File: src/rtl/spi_cmd_pkg.sv
package spi_cmd_pkg;

  // Register addresses; the host software decodes these, so they are fixed.
  localparam logic [3:0] ADR_OPCODE = 4'h0;
  localparam logic [3:0] ADR_COUNT  = 4'h1;
  localparam logic [3:0] ADR_CTRL   = 4'h2;
  localparam logic [3:0] ADR_DATA   = 4'hC;
  localparam logic [3:0] ADR_PTR    = 4'hD;

  // Control register bit positions.
  localparam int unsigned CTRL_GO  = 0;
  localparam int unsigned CTRL_ERR = 1;

  typedef enum logic [1:0] {
    ENG_IDLE,
    ENG_SHIFT,
    ENG_TAIL
  } eng_state_e;

endpackage

File: src/rtl/spi_cmd_tick.sv
module spi_cmd_tick #(
  parameter int unsigned DIV = 2
) (
  input  logic clk,
  input  logic rst_n,
  input  logic run,
  output logic tick
);
  localparam int unsigned CW = (DIV > 1) ? $clog2(DIV) : 1;
  localparam logic [CW-1:0] LAST = CW'(DIV - 1);

  logic [CW-1:0] cnt_q;

  assign tick = run && (cnt_q == LAST);

  always_ff @(posedge clk or negedge rst_n) begin
    if (!rst_n) begin
      cnt_q <= '0;
    end else if (!run || tick) begin
      cnt_q <= '0;
    end else begin
      cnt_q <= cnt_q + 1'b1;
    end
  end
endmodule

File: src/rtl/spi_cmd_regs.sv
module spi_cmd_regs
  import spi_cmd_pkg::*;
#(
  parameter int unsigned DATA_W = 8,
  parameter int unsigned DEPTH  = 8,
  parameter int unsigned CNT_W  = 4,
  localparam int unsigned PTR_W = $clog2(DEPTH)
) (
  input  logic              clk,
  input  logic              rst_n,
  input  logic              wr_en,
  input  logic              rd_en,
  input  logic [3:0]        addr,
  input  logic [DATA_W-1:0] wdata,
  output logic [DATA_W-1:0] rdata,
  input  logic              busy,
  output logic              start,
  output logic [DATA_W-1:0] opcode,
  output logic [CNT_W-1:0]  tx_cnt,
  output logic [CNT_W-1:0]  rx_cnt,
  output logic              err,
  output logic [PTR_W-1:0]  ptr,
  input  logic [PTR_W-1:0]  eng_rd_idx,
  output logic [DATA_W-1:0] eng_tx_byte,
  input  logic              eng_we,
  input  logic [PTR_W-1:0]  eng_wr_idx,
  input  logic [DATA_W-1:0] eng_wdata
);
  localparam logic [CNT_W:0] LIMIT = (CNT_W+1)'(DEPTH);

  logic [DATA_W-1:0] ring_q [DEPTH];
  logic [DATA_W-1:0] opcode_q;
  logic [CNT_W-1:0]  tx_q, rx_q;
  logic              err_q;
  logic [PTR_W-1:0]  ptr_q;

  logic [CNT_W:0] span;
  logic           fits;
  logic           wr_ok;
  logic           go_req;
  logic           host_store;
  logic           host_step;

  assign span       = {1'b0, tx_q} + {1'b0, rx_q};
  assign fits       = (span <= LIMIT);
  assign wr_ok      = wr_en && !busy;
  assign go_req     = wr_ok && (addr == ADR_CTRL) && wdata[CTRL_GO];
  assign start      = go_req && fits;
  assign host_store = wr_ok && (addr == ADR_DATA);
  assign host_step  = !busy && (wr_en || rd_en) && (addr == ADR_DATA);

  always_ff @(posedge clk or negedge rst_n) begin
    if (!rst_n) begin
      opcode_q <= '0;
      tx_q     <= '0;
      rx_q     <= '0;
      err_q    <= 1'b0;
    end else begin
      if (wr_ok && (addr == ADR_OPCODE)) opcode_q <= wdata;
      if (wr_ok && (addr == ADR_COUNT)) begin
        tx_q <= wdata[CNT_W-1:0];
        rx_q <= wdata[2*CNT_W-1:CNT_W];
      end
      if (go_req && !fits) begin
        err_q <= 1'b1;
      end else if (wr_ok && (addr == ADR_CTRL) && wdata[CTRL_ERR]) begin
        err_q <= 1'b0;
      end
    end
  end

  always_ff @(posedge clk or negedge rst_n) begin
    if (!rst_n) begin
      ptr_q <= '0;
    end else if (wr_en && (addr == ADR_PTR)) begin
      ptr_q <= '0;
    end else if (host_step) begin
      ptr_q <= ptr_q + 1'b1;
    end
  end

  // Ring storage: one writer per slot per cycle (host only while idle,
  // shifter only while busy).
  for (genvar s = 0; s < DEPTH; s++) begin : g_slot
    always_ff @(posedge clk or negedge rst_n) begin
      if (!rst_n) begin
        ring_q[s] <= '0;
      end else if (eng_we && (eng_wr_idx == PTR_W'(s))) begin
        ring_q[s] <= eng_wdata;
      end else if (host_store && (ptr_q == PTR_W'(s))) begin
        ring_q[s] <= wdata;
      end
    end
  end

  assign eng_tx_byte = ring_q[eng_rd_idx];

  always_comb begin
    rdata = '0;
    unique case (addr)
      ADR_OPCODE: rdata = opcode_q;
      ADR_COUNT:  rdata = DATA_W'({rx_q, tx_q});
      ADR_CTRL:   rdata = DATA_W'({err_q, busy});
      ADR_DATA:   rdata = ring_q[ptr_q];
      ADR_PTR:    rdata = DATA_W'(ptr_q);
      default:    rdata = '0;
    endcase
  end

  assign opcode = opcode_q;
  assign tx_cnt = tx_q;
  assign rx_cnt = rx_q;
  assign err    = err_q;
  assign ptr    = ptr_q;
endmodule

File: src/rtl/spi_cmd_engine.sv
module spi_cmd_engine
  import spi_cmd_pkg::*;
#(
  parameter int unsigned DATA_W  = 8,
  parameter int unsigned DEPTH   = 8,
  parameter int unsigned CNT_W   = 4,
  parameter int unsigned CLK_DIV = 2,
  localparam int unsigned PTR_W  = $clog2(DEPTH)
) (
  input  logic              clk,
  input  logic              rst_n,
  input  logic              start,
  input  logic [DATA_W-1:0] opcode,
  input  logic [CNT_W-1:0]  tx_cnt,
  input  logic [CNT_W-1:0]  rx_cnt,
  input  logic [DATA_W-1:0] tx_byte,
  output logic [PTR_W-1:0]  rd_idx,
  output logic [PTR_W-1:0]  wr_idx,
  output logic              we,
  output logic [DATA_W-1:0] wdata,
  output logic              busy,
  output logic              sclk,
  output logic              mosi,
  output logic              cs_n,
  input  logic              miso
);
  localparam int unsigned IDX_W = CNT_W + 1;
  localparam int unsigned BIT_W = $clog2(DATA_W);
  localparam logic [BIT_W-1:0] BIT_TOP = BIT_W'(DATA_W - 1);

  eng_state_e        state_q;
  logic [DATA_W-1:0] tx_sh_q, rx_sh_q;
  logic [BIT_W-1:0]  bit_q;
  logic [IDX_W-1:0]  byte_q;
  logic [IDX_W-1:0]  last_q;
  logic [IDX_W-1:0]  sends_q;
  logic              sclk_q;
  logic              run;
  logic              tick;
  logic              byte_end;
  logic [IDX_W-1:0]  prev_idx;

  assign run = (state_q != ENG_IDLE);

  spi_cmd_tick #(.DIV(CLK_DIV)) u_tick (
    .clk  (clk),
    .rst_n(rst_n),
    .run  (run),
    .tick (tick)
  );

  // Falling edge that completes a byte.
  assign byte_end = (state_q == ENG_SHIFT) && tick && sclk_q && (bit_q == '0);
  assign prev_idx = byte_q - 1'b1;

  always_ff @(posedge clk or negedge rst_n) begin
    if (!rst_n) begin
      state_q <= ENG_IDLE;
      tx_sh_q <= '0;
      rx_sh_q <= '0;
      bit_q   <= '0;
      byte_q  <= '0;
      last_q  <= '0;
      sends_q <= '0;
      sclk_q  <= 1'b0;
    end else begin
      unique case (state_q)
        ENG_IDLE: begin
          sclk_q <= 1'b0;
          if (start) begin
            state_q <= ENG_SHIFT;
            tx_sh_q <= opcode;
            bit_q   <= BIT_TOP;
            byte_q  <= '0;
            last_q  <= {1'b0, tx_cnt} + {1'b0, rx_cnt};
            sends_q <= {1'b0, tx_cnt};
          end
        end
        ENG_SHIFT: begin
          if (tick) begin
            if (!sclk_q) begin
              sclk_q  <= 1'b1;
              rx_sh_q <= {rx_sh_q[DATA_W-2:0], miso};
            end else begin
              sclk_q <= 1'b0;
              if (bit_q == '0) begin
                if (byte_q == last_q) begin
                  state_q <= ENG_TAIL;
                end else begin
                  byte_q  <= byte_q + 1'b1;
                  bit_q   <= BIT_TOP;
                  tx_sh_q <= (byte_q < sends_q) ? tx_byte : '1;
                end
              end else begin
                bit_q   <= bit_q - 1'b1;
                tx_sh_q <= {tx_sh_q[DATA_W-2:0], 1'b0};
              end
            end
          end
        end
        ENG_TAIL: begin
          if (tick) state_q <= ENG_IDLE;
        end
        default: state_q <= ENG_IDLE;
      endcase
    end
  end

  assign rd_idx = byte_q[PTR_W-1:0];
  assign wr_idx = prev_idx[PTR_W-1:0];
  assign we     = byte_end && (byte_q != '0);
  assign wdata  = rx_sh_q;
  assign busy   = run;
  assign cs_n   = !run;
  assign sclk   = sclk_q;
  assign mosi   = run ? tx_sh_q[DATA_W-1] : 1'b0;
endmodule

File: src/rtl/spi_cmd_ctrl.sv
module spi_cmd_ctrl #(
  parameter int unsigned DATA_W  = 8,
  parameter int unsigned DEPTH   = 8,
  parameter int unsigned CNT_W   = 4,
  parameter int unsigned CLK_DIV = 2
) (
  input  logic              clk,
  input  logic              rst_n,
  input  logic              reg_wr_en,
  input  logic              reg_rd_en,
  input  logic [3:0]        reg_addr,
  input  logic [DATA_W-1:0] reg_wdata,
  output logic [DATA_W-1:0] reg_rdata,
  output logic              spi_sclk,
  output logic              spi_cs_n,
  output logic              spi_mosi,
  input  logic              spi_miso
);
  localparam int unsigned PTR_W = $clog2(DEPTH);

  logic              start_pulse;
  logic              eng_busy;
  logic [DATA_W-1:0] opcode_q;
  logic [CNT_W-1:0]  tx_cnt, rx_cnt;
  logic              err_q;
  logic [PTR_W-1:0]  host_ptr;
  logic [PTR_W-1:0]  eng_rd_idx, eng_wr_idx;
  logic [DATA_W-1:0] eng_tx_byte, eng_wdata;
  logic              eng_we;

  spi_cmd_regs #(
    .DATA_W(DATA_W), .DEPTH(DEPTH), .CNT_W(CNT_W)
  ) u_regs (
    .clk        (clk),
    .rst_n      (rst_n),
    .wr_en      (reg_wr_en),
    .rd_en      (reg_rd_en),
    .addr       (reg_addr),
    .wdata      (reg_wdata),
    .rdata      (reg_rdata),
    .busy       (eng_busy),
    .start      (start_pulse),
    .opcode     (opcode_q),
    .tx_cnt     (tx_cnt),
    .rx_cnt     (rx_cnt),
    .err        (err_q),
    .ptr        (host_ptr),
    .eng_rd_idx (eng_rd_idx),
    .eng_tx_byte(eng_tx_byte),
    .eng_we     (eng_we),
    .eng_wr_idx (eng_wr_idx),
    .eng_wdata  (eng_wdata)
  );

  spi_cmd_engine #(
    .DATA_W(DATA_W), .DEPTH(DEPTH), .CNT_W(CNT_W), .CLK_DIV(CLK_DIV)
  ) u_engine (
    .clk    (clk),
    .rst_n  (rst_n),
    .start  (start_pulse),
    .opcode (opcode_q),
    .tx_cnt (tx_cnt),
    .rx_cnt (rx_cnt),
    .tx_byte(eng_tx_byte),
    .rd_idx (eng_rd_idx),
    .wr_idx (eng_wr_idx),
    .we     (eng_we),
    .wdata  (eng_wdata),
    .busy   (eng_busy),
    .sclk   (spi_sclk),
    .mosi   (spi_mosi),
    .cs_n   (spi_cs_n),
    .miso   (spi_miso)
  );
endmodule

File: config.mk
export PLATFORM = sky130hd
export DESIGN_NAME = spi_cmd_ctrl
export DESIGN_NICKNAME = d
export VERILOG_FILES = /design/src/rtl/spi_cmd_pkg.sv /design/src/rtl/spi_cmd_tick.sv /design/src/rtl/spi_cmd_regs.sv /design/src/rtl/spi_cmd_engine.sv /design/src/rtl/spi_cmd_ctrl.sv
export SDC_FILE = /design/constraint.sdc
export NUM_CORES = 1
export LEC_CHECK = 0
export ABC_AREA = 0
export BUFFER_PORTS_ARGS = -buffer_cell sky130_fd_sc_hd__clkbuf_2
export CAP_MARGIN = 25
export CORE_MARGIN = 2
export CORE_UTILIZATION = 57
export CTS_BUF_LIST = sky130_fd_sc_hd__clkbuf_16
export DETAILED_ROUTE_END_ITERATION = 10
export GPL_TIMING_DRIVEN = 1
export MAX_ROUTING_LAYER = met4
export PLACE_DENSITY = 0.82
export SYNTH_ARGS = -nofsm -noshare
export SYNTH_HDL_FRONTEND = slang
export SYNTH_HIERARCHICAL = 1
export SYNTH_SLANG_ARGS = --single-unit
File: constraint.sdc
create_clock -name clk -period 3.3 [get_ports clk]
set_input_delay 0.165 -clock clk [delete_from_list [all_inputs] [get_ports clk]]
set_output_delay 0.165 -clock clk [all_outputs]
set_load 0.1 [all_outputs]
# [Word-level counts from Yosys, hierarchy flattened]
# Cells that the tools add are included.
[totals] ff_bits=121 inputBits=17 out_inout_bits=11 word_cells=183
[classes] addsub=6 magnitude_cmp=4 eq_ne=29 mux=58 bitwise_logic=3 n_reduce_logical=61
[op_table] operator="$mux 8" n=26
[op_table] operator="$bmux 8 s3" n=2
[op_table] operator="$pmux 8 s5" n=1
[op_table] operator="$logic_and 1x1->1" n=33
[op_table] operator="$mux 5" n=5
[op_table] operator="$eq 3x3->1 const B" n=8
[op_table] operator="$reduce_bool 2->1" n=12
[op_table] operator="$mux 3" n=7
[op_table] operator="$pmux 8 s2" n=1
[op_table] operator="$eq 3x2->1 const B" n=4
[op_table] operator="$mux 2" n=6
[op_table] operator="$reduce_and 6->1" n=2
[op_table] operator="$pmux 5 s2" n=1
[op_table] operator="$logic_not 3->1" n=3
[op_table] operator="$eq 4x4->1 const B" n=2
[op_table] operator="$ge 4x4->1 const B" n=2
[op_table] operator="$ne 2x2->1 const B" n=4
[op_table] operator="$not 3->4" n=2
[op_table] operator="$eq 3x1->1 const B" n=2
[op_table] operator="$mux 1" n=6
[op_table] operator="$ne 2x1->1 const B" n=3
[op_table] operator="$pmux 2 s3" n=1
[op_table] operator="$pmux 3 s2" n=1
[op_table] operator="$sub 3x1->3 const B" n=2
[op_table] operator="other kinds (22)" n=25

# [Longest topological paths before layout]
[depth] word_depth=10 depth_mapped=13 depth_no_buf=11

# [Hierarchy]
# The synthesis kept the hierarchy.
[by_module_without_submodules] module="spi_cmd_regs" n_inst=1 cells_per_inst=476 area_each_um2=5321.4 seq_area_each_um2=2102.0
[by_module_without_submodules] module="spi_cmd_engine" n_inst=1 cells_per_inst=214 area_each_um2=2078.2 seq_area_each_um2=900.9
[by_module_without_submodules] module="spi_cmd_tick" n_inst=1 cells_per_inst=3 area_each_um2=41.3 seq_area_each_um2=25.0

# [Worst setup path before layout]
# No wires, ideal clock.
[synth_path] path_type="reg-to-reg" from="register u_regs.tx_q[0] (netlist: u_regs/tx_cnt[0])" to="register u_engine.byte_q[3]" setup_ns=0.120 arrival_ns=2.961 t_required_ns=3.180 setup_slack_ns=0.219 path_stages_with_launch=12 path_buffers=0 synth_period_minus_slack_ns=3.081 cell_sequence="dfrtp_1 -> ha_1 -> fa_1 -> xnor2_1 -> a21oi_1 -> a2111oi_0 -> and3_1 -> nor3b_4 -> o22ai_2 -> a311oi_2 -> a31oi_1 -> a41o_1"
[synth_via] elab_chain_cells=5
[synth_lines] item="start, declared" line="spi_cmd_regs.sv:33" source="logic [CNT_W-1:0] tx_q, rx_q;"
[synth_lines] item="start signal, assigned" line="spi_cmd_regs.sv:61" source="tx_q <= wdata[CNT_W-1:0];"
[synth_lines] item="$add 4x4->5" line="spi_cmd_regs.sv:44" source="assign span = {1'b0, tx_q} + {1'b0, rx_q};"
[synth_lines] item="$le 5x4->1" line="spi_cmd_regs.sv:45" source="assign fits = (span <= LIMIT);"
[synth_lines] item="$logic_and 1x1->1" line="spi_cmd_regs.sv:48" source="assign start = go_req && fits;"
[synth_lines] item="named net start_pulse" line="spi_cmd_ctrl.sv:21" source="logic start_pulse;"
[synth_lines] item="$ne 2x2->1 (no line)"
[synth_lines] item="$reduce_and 6->1 (no line)"
[synth_lines] item="end signal, assigned" line="spi_cmd_engine.sv:90" source="byte_q <= byte_q + 1'b1;"
[synth_lines] item="end, declared" line="spi_cmd_engine.sv:34" source="logic [IDX_W-1:0] byte_q;"
# The timed path passes the listed nets, and every way through them passes these cells.
# A chain may end at the register's enable or synchronous reset.

# [Worst setup path in the final report]
[layout_path] from="register u_regs.tx_q[0] (netlist: u_regs/tx_cnt[0])" to="register u_engine.tx_sh_q[3]"
[layout_via] elab_chain_cells=5
[layout_lines] item="$add 4x4->5" line="spi_cmd_regs.sv:44"
[layout_lines] item="$le 5x4->1" line="spi_cmd_regs.sv:45"
[layout_lines] item="$logic_and 1x1->1" line="spi_cmd_regs.sv:48"
[layout_lines] item="named net start_pulse" line="spi_cmd_ctrl.sv:21"
[layout_lines] item="$ne 2x2->1 (no line)"
[layout_lines] item="$reduce_and 5->1 (no line)"
[layout_lines] item="end signal, assigned" line="spi_cmd_engine.sv:72" source="tx_sh_q <= opcode;"
[layout_lines] item="end signal, assigned" line="spi_cmd_engine.sv:92" source="tx_sh_q <= (byte_q < sends_q) ? tx_byte : '1;"
[layout_lines] item="end signal, assigned" line="spi_cmd_engine.sv:96" source="tx_sh_q <= {tx_sh_q[DATA_W-2:0], 1'b0};"
[layout_lines] item="end, declared" line="spi_cmd_engine.sv:32" source="logic [DATA_W-1:0] tx_sh_q, rx_sh_q;"
# The timed path passes the listed nets, and every way through them passes these cells.

==> qor.csv <==
stage;metric;value;unit
global_routing;gr-total-overflow;0;
synthesis;synth_xor_area_share;1.18;%
global_routing;grt_max_degree;62;
placed_design;portBuffers;27;
cells_and_area;fill_cells;940;
hold_path;hold_end;u_regs/err;
routing;viasPerCell;6.57;
power;power_density;438;nW/um^2
power;p_sw_share;22.4;%
flow_run;maxCapViolations;0;
placed_design;place_congestion;0.962;
synthesis;synth_cell_type_count;67;
worst_setup_path;worst_path_max_delay_cell;fa_1;
floorplanning;die_h;118;um
cts;cts_inserted_buffers;17;
cts;htree_levels;4;
synthesis;yosys_most_used_dff;dfrtp_1;
worst_setup_path;path_cells;ha_1 > fa_1 > xnor2_2 > a21oi_1 > a2111oi_2 > and3_1 > nor3b_4 > buf_4 > nor2_1 > a31o_4 > o31ai_1;
power;p_leak;3.91;nW
timing;maxSlewViolCount;0;
timing;tns;0;ps
synthesis;synth-simple-area-share;11.1;%
worst_setup_path;regToRegSetupSlack;160;ps
cts;clock_latency;420;ps
synthesis;synth_top_area_share;40.7;%
synthesis;syn_area;7440;um^2
routing;dr_total_vias;5932;
synthesis;synth-adder-area-share;4.24;%
routing;ant_nets;0;
routing;drc;0;
timing;min_period;3140;ps
global_routing;grt_pass1_vias;6024;
hold_path;hp-class;primary input to flip-flop;
worst_setup_path;cp_top_family;compound AO/OA/AOI/OAI gates;
power;pwr-share-seq;41.1;%
worst_setup_path;worstSetupStartpointType;flip-flop;
synthesis;syn_area_per_cell;10.7;um^2
timing;hold_violations;0;
timing;finClkSkew;9.56;ps
hold_path;worstHoldPathCells;4;
synthesis;synthesis.instances;693;
timing;tightest_slew;835;ps
global_routing;grt_util_all_layers;32.3;%
cells_and_area;drive_gt1_share;24.7;%
worst_setup_path;worstSetupEndpointType;flip-flop;
floorplanning;core_area;12700;um^2
synthesis;synth_edf_count;0;
worst_setup_path;rr_worst_depth;11;
cts;path_clk_slew;50;ps
status;status;complete, no violations;
floorplanning;start_util;58.7;%
hold_path;hp-start;reg_addr[1];
worst_setup_path;critical_path_required;3610;ps
floorplanning;ioPinCount;28;
floorplanning;die_width;118;um
cells_and_area;area_growth;14.1;%
timing;fin_hold_ws;189;ps
timing;rsz0062_at_grt;no;
global_routing;grt_pass1_wl;33400;um
cts;root_buffer;clkbuf_16;
cts;cts_sinks;121;
synthesis;synth_top_family_by_area;multiplexers;
timing;max_slew_margin;44.3;%
timing;setup_violations;0;
cts;tritoncts;yes;
cells_and_area;nets;758;
synthesis;ys_seq_elements;121;
synthesis;ys_seq_area_share;40.7;%
worst_setup_path;cp.arrival;3460;ps
routing;drt_iter0_markers;655;
power;clock_power_share;54.1;%
floorplanning;rows;41;
synthesis;synthArstFlopShare;100;%
global_routing;antenna_found_initial;1;
routing;first_pass_iters;5;
floorplanning;dieArea;14000;um^2
timing;finalCritPeriodShare;95.2;%
timing;fmax;318;MHz
power;power.share.combinational;4.9;%
routing;routedWlPerCell;23.2;um
power;vdd_ir_drop_max;0.584;mV
worst_setup_path;r2r-start;u_regs/tx_cnt[0];
synthesis;synth_compound_area_share;12.8;%
worst_setup_path;path_buf_inv;1;
worst_setup_path;rr_endpoint;u_engine/tx_sh_q[3];
cts;clock_path_buffers;2;
synthesis;muxShareOfSynthArea;25.2;%
synthesis;yosysTopAreaCell;dfrtp_1;
worst_setup_path;criticalPathCategory;flip-flop to flip-flop;
worst_setup_path;crit_fanout;18;
synthesis;synthTopCellsByArea;dfrtp_1 (41%), mux2i_1 (10%), mux4_2 (9.7%);
routing;wirelength;20900;um
worst_setup_path;cpPeakStageDelay;440;ps
synthesis;yosysWarnings;6;
power;p_switching;0.835;mW
placed_design;hpwl;13800;um
synthesis;syn-num-nets;734;
power;intPower;2.88;mW
-- worst max-delay path by stage --
stage,startpoint,endpoint,slack (ps),cells after the start
2_1_floorplan,u_regs/tx_cnt[0],u_engine/byte_q[3],220,11
3_3_place_gp,u_regs/tx_cnt[0],u_engine/byte_q[3],120,11
3_5_place_dp,u_regs/tx_cnt[0],u_engine/tx_sh_q[3],5,11
4_1_cts,u_regs/tx_cnt[0],u_engine/tx_sh_q[7],20,11
5_1_grt,u_regs/tx_cnt[0],u_engine/tx_sh_q[7],0.9,11
6_report,u_regs/tx_cnt[0],u_engine/tx_sh_q[3],160,11
-- repair_timing --
item	CTS	global route
setup buffers	0	1
endpoints found under the setup margin	3	17
pin swaps	0	2
endpoints found under the hold margin	61	0
hold buffers	2	0
resized for setup	1	7
-- tightest hold or removal path: cells and delay by family --
kind	cells	cell delay, ps
and+or+nand+nor	2	160
AOI/OAI and AO/OA	1	70
buffers and inverters	1	160
-- cells in the mapped netlist, types with 4 or more instances --
cell type / n
inv_1: 18
o21ai_0: 53
mux2i_1: 78
dfrtp_1: 121
a31oi_1: 6
xor2_1: 8
a21oi_1: 31
buf_1: 18
o31ai_1: 7
o22ai_1: 15
nand2b_1: 6
nand2_1: 72
buf_4: 6
nor2_1: 50
nor2b_1: 4
clkbuf_1: 8
a22o_1: 5
mux4_2: 32
nor3_1: 5
buf_2: 23
mux2_2: 33
ha_1: 22
-- kinds of logic (layout without fill, tap and decap cells) --
family	count (synthesis)	count (layout)
flops	121	121
fa+ha+maj	24	24
buf+inv	76	113
xor+xnor	10	10
compound gates	150	150
mux	143	143
simple gates	169	169
other cells	0	1
-- per-layer routing --
| layer | up-vias | routed length (um) | GRT usage, % |
|---|---|---|---|
| li1 | 2580 | - | - |
| met1 | 2932 | 8170 | 39.9 |
| met2 | 349 | 10100 | 50.8 |
| met3 | 71 | 1820 | 8.54 |
| met4 | 0 | 774 | 13.1 |
| met5 | - | 0 | - |
-- cell usage in the layout, fill, tap and decap left out, drive strengths merged, types with 5 or more instances in the layout --
cell and instances:
a31oi 6, xor2 8, mux4 32, o22ai 16
inv 20, a21oi 31, bufinv 5, nand2b 6
nand2 73, clkinvlp 5, mux2 33, nor3 7
nor2 52, mux2i 78, buf 35, a22o 5
o31ai 9, clkbuf 43, dfrtp 121, o21ai 56
ha 22
-- flip-flops by register name (all words and copies together) (netlist names) --
register               count
u_regs/rx_cnt              4
u_regs/ptr                 3
u_engine/bit_q             3
u_engine/state_q           2
u_regs/err                 1
u_engine/sends_q           4
u_engine/tx_sh_q           8
u_engine/wdata             8
u_regs/tx_cnt              4
u_engine/byte_q            5
u_engine/last_q            5
u_regs/opcode              8
u_engine/sclk              1
u_engine/u_tick/cnt_q      1
u_regs/ring_q             64
-- metrics by stage --
| stage | power [mW] | instance area [um^2] | utilization (%) | setup slack [ps] | std cells |
|---|---|---|---|---|---|
| after global routing | 3.83 | 8490 | 67.0 | 0.904 | 903 |
| after floorplan | 1.65 | 7440 | - | 219 | 693 |
| after detailed placement | 1.72 | 7790 | 61.5 | 4.63 | 867 |
| after CTS | 3.74 | 8440 | 66.6 | 24.3 | 901 |
| final | 3.72 | 8490 | 67.0 | 159 | 903 |
| after global placement | 1.72 | 7790 | 61.5 | 121 | 867 |
-- power groups by stage --
| stage | logic [mW] | registers (mW) | clock network (mW) |
|---|---|---|---|
| CTS | 0.179 | 1.53 | 2.03 |
| global route | 0.195 | 1.53 | 2.10 |
| finish | 0.181 | 1.53 | 2.01 |
| floorplan | 0.114 | 1.53 | 0 |
| global placement | 0.169 | 1.55 | 0 |
| detailed placement | 0.174 | 1.55 | 0 |
-- area by class of cell --
class                      instances  area, um^2  share of cell area (%)
timing repair buffer              63         425                    5.01
clock buffer                      17         425                    5.01
sequential                       121        3030                    35.7
multi-input combinational        496        4120                    48.5
antenna                            1        2.50                  0.0295
tap                              172         215                    2.54
clock inverter                    15         209                    2.46
inverter                          18        67.6                   0.796
Note: power is estimated with default switching activity, not from simulation.
